===== src/rtl/ecap_pkg.sv =====
package ecap_pkg;

    localparam int OFF_W  = 12;
    localparam int ID_W   = 16;
    localparam int VER_W  = 4;
    localparam int WORD_W = OFF_W + VER_W + ID_W;

    // First header lives just past the legacy region; the last legal header
    // start leaves room for one header plus one spare dword before the top.
    localparam logic [OFF_W-1:0] BASE_OFF = OFF_W'(256);
    localparam logic [OFF_W-1:0] LAST_OFF = OFF_W'((1 << OFF_W) - 8);

    typedef struct packed {
        logic [OFF_W-1:0] nxt;
        logic [VER_W-1:0] ver;
        logic [ID_W-1:0]  id;
    } ecap_hdr_t;

    typedef enum logic [1:0] {
        ST_IDLE,
        ST_READ,
        ST_EVAL,
        ST_WRITE
    } walk_st_t;

    typedef enum logic [2:0] {
        DEC_EMPTY,
        DEC_MATCH,
        DEC_END,
        DEC_BADPTR,
        DEC_HOP
    } hop_dec_t;

    typedef struct packed {
        logic [OFF_W-1:0] found;
        logic [OFF_W-1:0] prev;
        logic             err;
        logic             timeout;
    } walk_res_t;

    function automatic logic off_legal(input logic [OFF_W-1:0] off);
        return (off >= BASE_OFF) && (off <= LAST_OFF);
    endfunction

    function automatic logic dword_aligned(input logic [OFF_W-1:0] off);
        return off[1:0] == 2'b00;
    endfunction

endpackage


===== src/rtl/ecap_hop_decide.sv =====
module ecap_hop_decide
    import ecap_pkg::*;
(
    input  logic             word_zero,
    input  logic             first,
    input  logic             probe,
    input  logic [ID_W-1:0]  hdr_id,
    input  logic [ID_W-1:0]  want_id,
    input  logic [OFF_W-1:0] hdr_next,
    output hop_dec_t         dec
);

    always_comb begin
        if (first && word_zero)
            dec = DEC_EMPTY;
        else if (!probe && (hdr_id == want_id))
            dec = DEC_MATCH;
        else if (hdr_next == '0)
            dec = DEC_END;
        else if (!off_legal(hdr_next))
            dec = DEC_BADPTR;
        else
            dec = DEC_HOP;
    end

endmodule


===== src/rtl/ecap_hop_limit.sv =====
module ecap_hop_limit #(
    parameter int MAX_HOPS = 1024
) (
    input  logic clk,
    input  logic rst,
    input  logic clr,
    input  logic inc,
    output logic first,
    output logic last
);

    localparam int CNT_W = (MAX_HOPS > 1) ? $clog2(MAX_HOPS) : 1;
    localparam logic [CNT_W-1:0] CNT_LAST = CNT_W'(MAX_HOPS - 1);

    logic [CNT_W-1:0] cnt;

    always_ff @(posedge clk) begin
        if (rst || clr)
            cnt <= '0;
        else if (inc)
            cnt <= cnt + 1'b1;
    end

    assign first = (cnt == '0);
    assign last  = (cnt == CNT_LAST);

    // the controller must stop hopping once the limit is reached
    a_r9_no_hop_past_limit: assert property (@(posedge clk) disable iff (rst)
        inc |-> !last);

endmodule


===== src/rtl/ecap_walker.sv =====
module ecap_walker
    import ecap_pkg::*;
#(
    parameter int MAX_HOPS = 1024
) (
    input  logic              clk,
    input  logic              rst,
    input  logic              start,
    input  logic [ID_W-1:0]   req_id,
    input  logic              append,
    input  logic [OFF_W-1:0]  new_next,
    output logic              busy,
    output logic              done,
    output logic [OFF_W-1:0]  found_off,
    output logic [OFF_W-1:0]  prev_off,
    output logic              err,
    output logic              timeout,
    output logic              cfg_rd_en,
    output logic              cfg_wr_en,
    output logic [OFF_W-1:0]  cfg_addr,
    output logic [WORD_W-1:0] cfg_wdata,
    input  logic [WORD_W-1:0] cfg_rdata
);

    walk_st_t                   st;
    logic [OFF_W-1:0]           cur_q;
    logic [OFF_W-1:0]           prev_q;
    logic [ID_W-1:0]            id_q;
    logic                       app_q;
    logic [OFF_W-1:0]           nn_q;
    logic [VER_W+ID_W-1:0]      keep_q;
    walk_res_t                  res_q;
    logic                       done_q;

    ecap_hdr_t hdr;
    hop_dec_t  dec;
    logic      first, last, hop_clr, hop_inc;

    assign hdr = ecap_hdr_t'(cfg_rdata);

    ecap_hop_decide u_decide (
        .word_zero (cfg_rdata == '0),
        .first     (first),
        .probe     (app_q || (id_q == '0)),
        .hdr_id    (hdr.id),
        .want_id   (id_q),
        .hdr_next  (hdr.nxt),
        .dec       (dec)
    );

    ecap_hop_limit #(.MAX_HOPS(MAX_HOPS)) u_limit (
        .clk   (clk),
        .rst   (rst),
        .clr   (hop_clr),
        .inc   (hop_inc),
        .first (first),
        .last  (last)
    );

    assign hop_clr = (st == ST_IDLE) && start;
    assign hop_inc = (st == ST_EVAL) && (dec == DEC_HOP) && !last;

    always_ff @(posedge clk) begin
        if (rst) begin
            st     <= ST_IDLE;
            cur_q  <= '0;
            prev_q <= '0;
            id_q   <= '0;
            app_q  <= 1'b0;
            nn_q   <= '0;
            keep_q <= '0;
            res_q  <= '0;
            done_q <= 1'b0;
        end else begin
            done_q <= 1'b0;
            case (st)
                ST_IDLE: begin
                    if (start) begin
                        id_q   <= req_id;
                        app_q  <= append;
                        nn_q   <= new_next;
                        cur_q  <= BASE_OFF;
                        prev_q <= '0;
                        res_q  <= '0;
                        st     <= ST_READ;
                    end
                end
                ST_READ: st <= ST_EVAL;
                ST_EVAL: begin
                    st     <= ST_IDLE;
                    done_q <= 1'b1;
                    case (dec)
                        DEC_EMPTY: res_q <= '0;
                        DEC_MATCH: begin
                            res_q.found <= cur_q;
                            res_q.prev  <= prev_q;
                        end
                        DEC_END: begin
                            res_q.prev <= cur_q;
                            if (app_q) begin
                                if (!dword_aligned(nn_q)) begin
                                    res_q.err <= 1'b1;
                                end else begin
                                    keep_q <= {hdr.ver, hdr.id};
                                    st     <= ST_WRITE;
                                    done_q <= 1'b0;
                                end
                            end
                        end
                        DEC_BADPTR: begin
                            res_q.prev <= cur_q;
                            res_q.err  <= 1'b1;
                        end
                        default: begin
                            if (last) begin
                                res_q.prev    <= cur_q;
                                res_q.timeout <= 1'b1;
                            end else begin
                                prev_q <= cur_q;
                                cur_q  <= hdr.nxt;
                                st     <= ST_READ;
                                done_q <= 1'b0;
                            end
                        end
                    endcase
                end
                ST_WRITE: begin
                    st     <= ST_IDLE;
                    done_q <= 1'b1;
                end
                default: st <= ST_IDLE;
            endcase
        end
    end

    assign busy      = (st != ST_IDLE);
    assign done      = done_q;
    assign found_off = res_q.found;
    assign prev_off  = res_q.prev;
    assign err       = res_q.err;
    assign timeout   = res_q.timeout;
    assign cfg_rd_en = (st == ST_READ);
    assign cfg_wr_en = (st == ST_WRITE);
    assign cfg_addr  = cur_q;
    assign cfg_wdata = {nn_q, keep_q};

    // the first read of every walk targets the base of the chain
    a_r2_first_read_base: assert property (@(posedge clk) disable iff (rst)
        $rose(busy) |-> (cfg_rd_en && cfg_addr == BASE_OFF));

    // no read ever leaves the legal header window
    a_r5_read_in_window: assert property (@(posedge clk) disable iff (rst)
        cfg_rd_en |-> ((cfg_addr >= BASE_OFF) && (cfg_addr <= LAST_OFF)));

    // the rewritten tail keeps the ID and version that were just read
    a_r7_keep_id_ver: assert property (@(posedge clk) disable iff (rst)
        cfg_wr_en |-> (cfg_wdata[VER_W+ID_W-1:0] == $past(cfg_rdata[VER_W+ID_W-1:0])));

    // only dword-aligned next pointers are ever written
    a_r8_write_aligned: assert property (@(posedge clk) disable iff (rst)
        cfg_wr_en |-> (cfg_wdata[ID_W+VER_W+1:ID_W+VER_W] == 2'b00));

    // done is a pulse seen with busy low, and strobes never overlap
    a_r10_done_idle: assert property (@(posedge clk) disable iff (rst)
        done |-> (!busy && !$past(done)));

    a_r10_strobes_exclusive: assert property (@(posedge clk) disable iff (rst)
        $onehot0({cfg_rd_en, cfg_wr_en, done}));

    // results hold while idle until a new start is accepted
    a_r10_results_hold: assert property (@(posedge clk) disable iff (rst)
        (!busy && !start) |=> ($stable(found_off) && $stable(prev_off)
                               && $stable(err) && $stable(timeout)));

endmodule


===== config.mk =====
export PLATFORM = sky130hd
export DESIGN_NAME = ecap_walker
export DESIGN_NICKNAME = d
export VERILOG_FILES = /design/src/rtl/ecap_pkg.sv /design/src/rtl/ecap_hop_decide.sv /design/src/rtl/ecap_hop_limit.sv /design/src/rtl/ecap_walker.sv
export SDC_FILE = /design/constraint.sdc
export NUM_CORES = 1
export LEC_CHECK = 0
export BUFFER_PORTS_ARGS = -buffer_cell sky130_fd_sc_hd__buf_2
export CORE_UTILIZATION = 55
export CTS_CLUSTER_DIAMETER = 40
export DETAILED_ROUTE_END_ITERATION = 12
export PLACE_DENSITY_LB_ADDON = 0.08
export REMOVE_ABC_BUFFERS = 1
export SLEW_MARGIN = 20
export SYNTH_ARGS = -nofsm -noshare
export SYNTH_HDL_FRONTEND = slang
export SYNTH_SLANG_ARGS = --single-unit
export TNS_END_PERCENT = 5

===== constraint.sdc =====
create_clock -name clk -period 5.46 [get_ports clk]
set_clock_uncertainty 0.1 [all_clocks]
set_input_delay 0.546 -clock clk [delete_from_list [all_inputs] [get_ports clk]]
set_output_delay 0.546 -clock clk [all_outputs]
set_load 0.005 [all_outputs]

==> impl_metrics.py <==
metrics = {
    "yosys": {
        "yosys.cell_count.top_type": "nand2_1",
        "yosysSeqAreaShare_pct": 47.6,
        "ys_async_sr_fraction_pct": 0,
        "yosysWarnings": 0,
        "ys.flop_type": "dfxtp_1",
        "synthTopCellsByArea": "dfxtp_1 (48%), nand2_1 (10%), a21oi_1 (8.6%)",
        "synth.top_cell.area_share_pct": 47.6,
        "yosys-top-cells-count": "nand2_1 (131), dfxtp_1 (112), a21oi_1 (81)",
        "synth.largest_area_cell": "dfxtp_1",
        "synth_edf_count": 0,
        "postSynthAreaPerCell_um2": 8.50,
        "synthesis.instances": 554,
        "synth_area_um2": 4710,
        "synthDistinctLibCells": 50,
        "ys_seq_elements": 112,
    },
    "finish": {
        "area.growth.synth_to_final_pct": 19.0,
        "utilization_pct": 67.9,
        "nNetsFinal": 739,
        "drive_gt1_share_pct": 25.4,
        "n_antenna_cell": 0,
        "fin_cells": 783,
    },
    "drt": {
        "drt-total-wl_mm": 11.7,
        "vias_per_cell": 5.58,
        "final_antenna_net_count": 0,
        "drtPass1Iterations": 4,
        "drc": 0,
        "routedWlPerCell_um": 15.0,
        "vias": 4371,
        "dr.first_iter.drc_count": 190,
    },
    "power_and_ir_drop": {
        "p_seq_share_pct": 57.1,
        "power.density_nw_per_um2": 266,
        "p_int_mw": 1.07,
        "p_comb_share_pct": 9.9,
        "clkPwrFrac_pct": 33.1,
        "vdd_ir_drop_max_mv": 0.156,
        "p_leak_nw": 2.27,
        "switching_share_pct": 28.0,
        "power_switching_uw": 417,
    },
    "clock_network": {
        "postCtsHoldBufs": 0,
        "root_buffer": "clkbuf_8",
        "clkSinkCount": 112,
        "cts-resized-gates": 0,
        "cts-htree-levels": 3,
        "clock_latency_ns": 0.38,
        "cts_tree": "built",
        "clk_path_buf_depth": 2,
        "clkTransAtPathRegs_ns": 0.12,
        "cts_setup_buffers": 0,
        "cts_buffers": 9,
    },
    "placed_design": {
        "place.port_buffers": 137,
        "hpwl_mm": 8.21,
        "dp_cells": 767,
        "place_ws_ns": 2.25,
        "gp_congestion": 0.818,
    },
    "status": {
        "status": "complete, no violations",
    },
    "sta": {
        "fin_crit_ns": 2.92,
        "slew_headroom_pct": 32.9,
        "max_freq_ghz": 0.342,
        "rsz0062_at_grt": "no",
        "setup_viol": 0,
        "period_share_pct": 53.5,
        "worst_pin_slew_ns": 1.00,
        "hold_viol_final": 0,
        "slew_violations": 0,
        "finalSetupTns_ns": 0,
        "setup_ws_ns": 2.54,
    },
    "global_route": {
        "use_met1_pct": 33.7,
        "busiest_layer": "met2",
        "overflow": 0,
        "antenna_found_initial": 0,
        "use_met2_pct": 46.0,
        "track_usage_pct": 26.8,
        "grt_max_degree": 77,
        "met3_usage_pct": 5.15,
        "first_global_vias": 3990,
        "grt_pass1_wl_mm": 18.7,
    },
    "die": {
        "core_um2": 8260,
        "num_rows": 33,
        "die_w_um": 94.5,
        "initial_core_util_pct": 57.0,
        "dieArea_um2": 8940,
        "io_pins": 138,
        "die_h_um": 94.5,
    },
    "critical_path": {
        "cp.arrival_ns": 3.13,
        "cp-start-kind": "flop",
        "cp_data_required_time_ns": 5.67,
        "critPathKind": "reg -> reg",
        "cp_max_fo": 17,
        "end_kind": "flop",
    },
    "job": {
        "max_cap_violations": 0,
    },
    "worst_hold_path": {
        "hold_class": "in -> reg",
    },
}
[power groups by stage]
stage	registers (mW)	clock network, mW	logic, mW
floorplan	0.866	0	0.0730
global placement	0.869	0	0.143
detailed placement	0.870	0	0.147
CTS	0.851	0.503	0.148
global route	0.854	0.536	0.163
finish	0.851	0.493	0.147
[through the flow]
step	cell area, um^2	total power [mW]	hold WS [ns]
after floorplan	4540	0.939	0.341
after global placement	5410	1.01	0.335
after detailed placement	5410	1.02	0.343
after CTS	5610	1.50	0.295
after global routing	5610	1.55	0.287
final	5610	1.49	0.298
[area by class of cell]
type	count	area (um^2)
Inverter	8	30.0
Sequential cell	112	2240
Clock inverter	7	77.6
Clock buffer	9	124
Timing Repair Buffer	143	731
Fill cell	716	2650
Multi-Input combinational cell	399	2270
Tap cell	105	131
[cells by family after synthesis]
kind of cell,share of synthesized area (%)
AND/OR/NAND/NOR,24.1
AO/OA/AOI/OAI,17.8
flip-flops,47.6
buffers and inverters,4.25
XOR/XNOR,3.16
multiplexers,2.55
adder cells (fa/ha/maj),0.531
[worst max-delay path, stage by stage, from the launching register on]
cell and delay (ns):
dfxtp_1 0.42, xnor2_1 0.14, nand4_1 0.11, nor3_1 0.46, and2_1 0.84, o21ai_1 0.51
o2bb2ai_1 0.27
[routing by layer]
metal | wire [um] | vias to the layer above
met3 | 729 | 17
met2 | 5720 | 144
met5 | 0 | -
li1 | - | 2171
met1 | 5060 | 2039
met4 | 201 | 0
[path summary, 6_finish.rpt]
check	startpoint	endpoint	slack [ns]	depth (start not counted)
hold reg to reg	nn_q[5]	nn_q[5]	0.36	2
setup / recovery	id_q[13]	prev_off[4]	2.54	6
setup reg to reg	id_q[13]	prev_off[4]	2.54	6
hold / removal	new_next[10]	nn_q[10]	0.30	3
[placed cells by master, fill, tap and decap left out, types with 2 or more instances in the layout]
cell type / synthesis / routed
clkinv_8: 0 / 2
or2_2: 3 / 3
buf_2: 10 / 137
o31ai_1: 5 / 5
a21oi_1: 81 / 81
inv_1: 8 / 8
and4_1: 3 / 3
clkbuf_8: 0 / 9
and3_1: 2 / 2
o21ai_0: 2 / 2
and2_1: 3 / 3
nor4_1: 11 / 11
inv_6: 0 / 2
a22o_1: 12 / 12
mux2i_1: 12 / 12
ha_1: 2 / 2
or3_1: 2 / 2
nand4_1: 8 / 8
o211ai_1: 3 / 3
buf_4: 1 / 6
or4_1: 6 / 6
nand2_1: 131 / 130
nor2_1: 14 / 14
nor3_1: 6 / 6
xnor2_1: 16 / 16
dfxtp_1: 112 / 112
nor2b_1: 13 / 13
nand3_1: 29 / 29
o2bb2ai_1: 12 / 12
o21a_1: 3 / 3
[registers in the layout, indices dropped and copies added, names as in the netlist]
signal       flops
app_q            1
cfg_addr        12
done             1
err              1
found_off       12
id_q            16
keep_q          20
nn_q            12
prev_off        12
prev_q          12
st               2
timeout          1
u_limit.cnt     10
No activity file was read; power rests on OpenSTA's default activity.
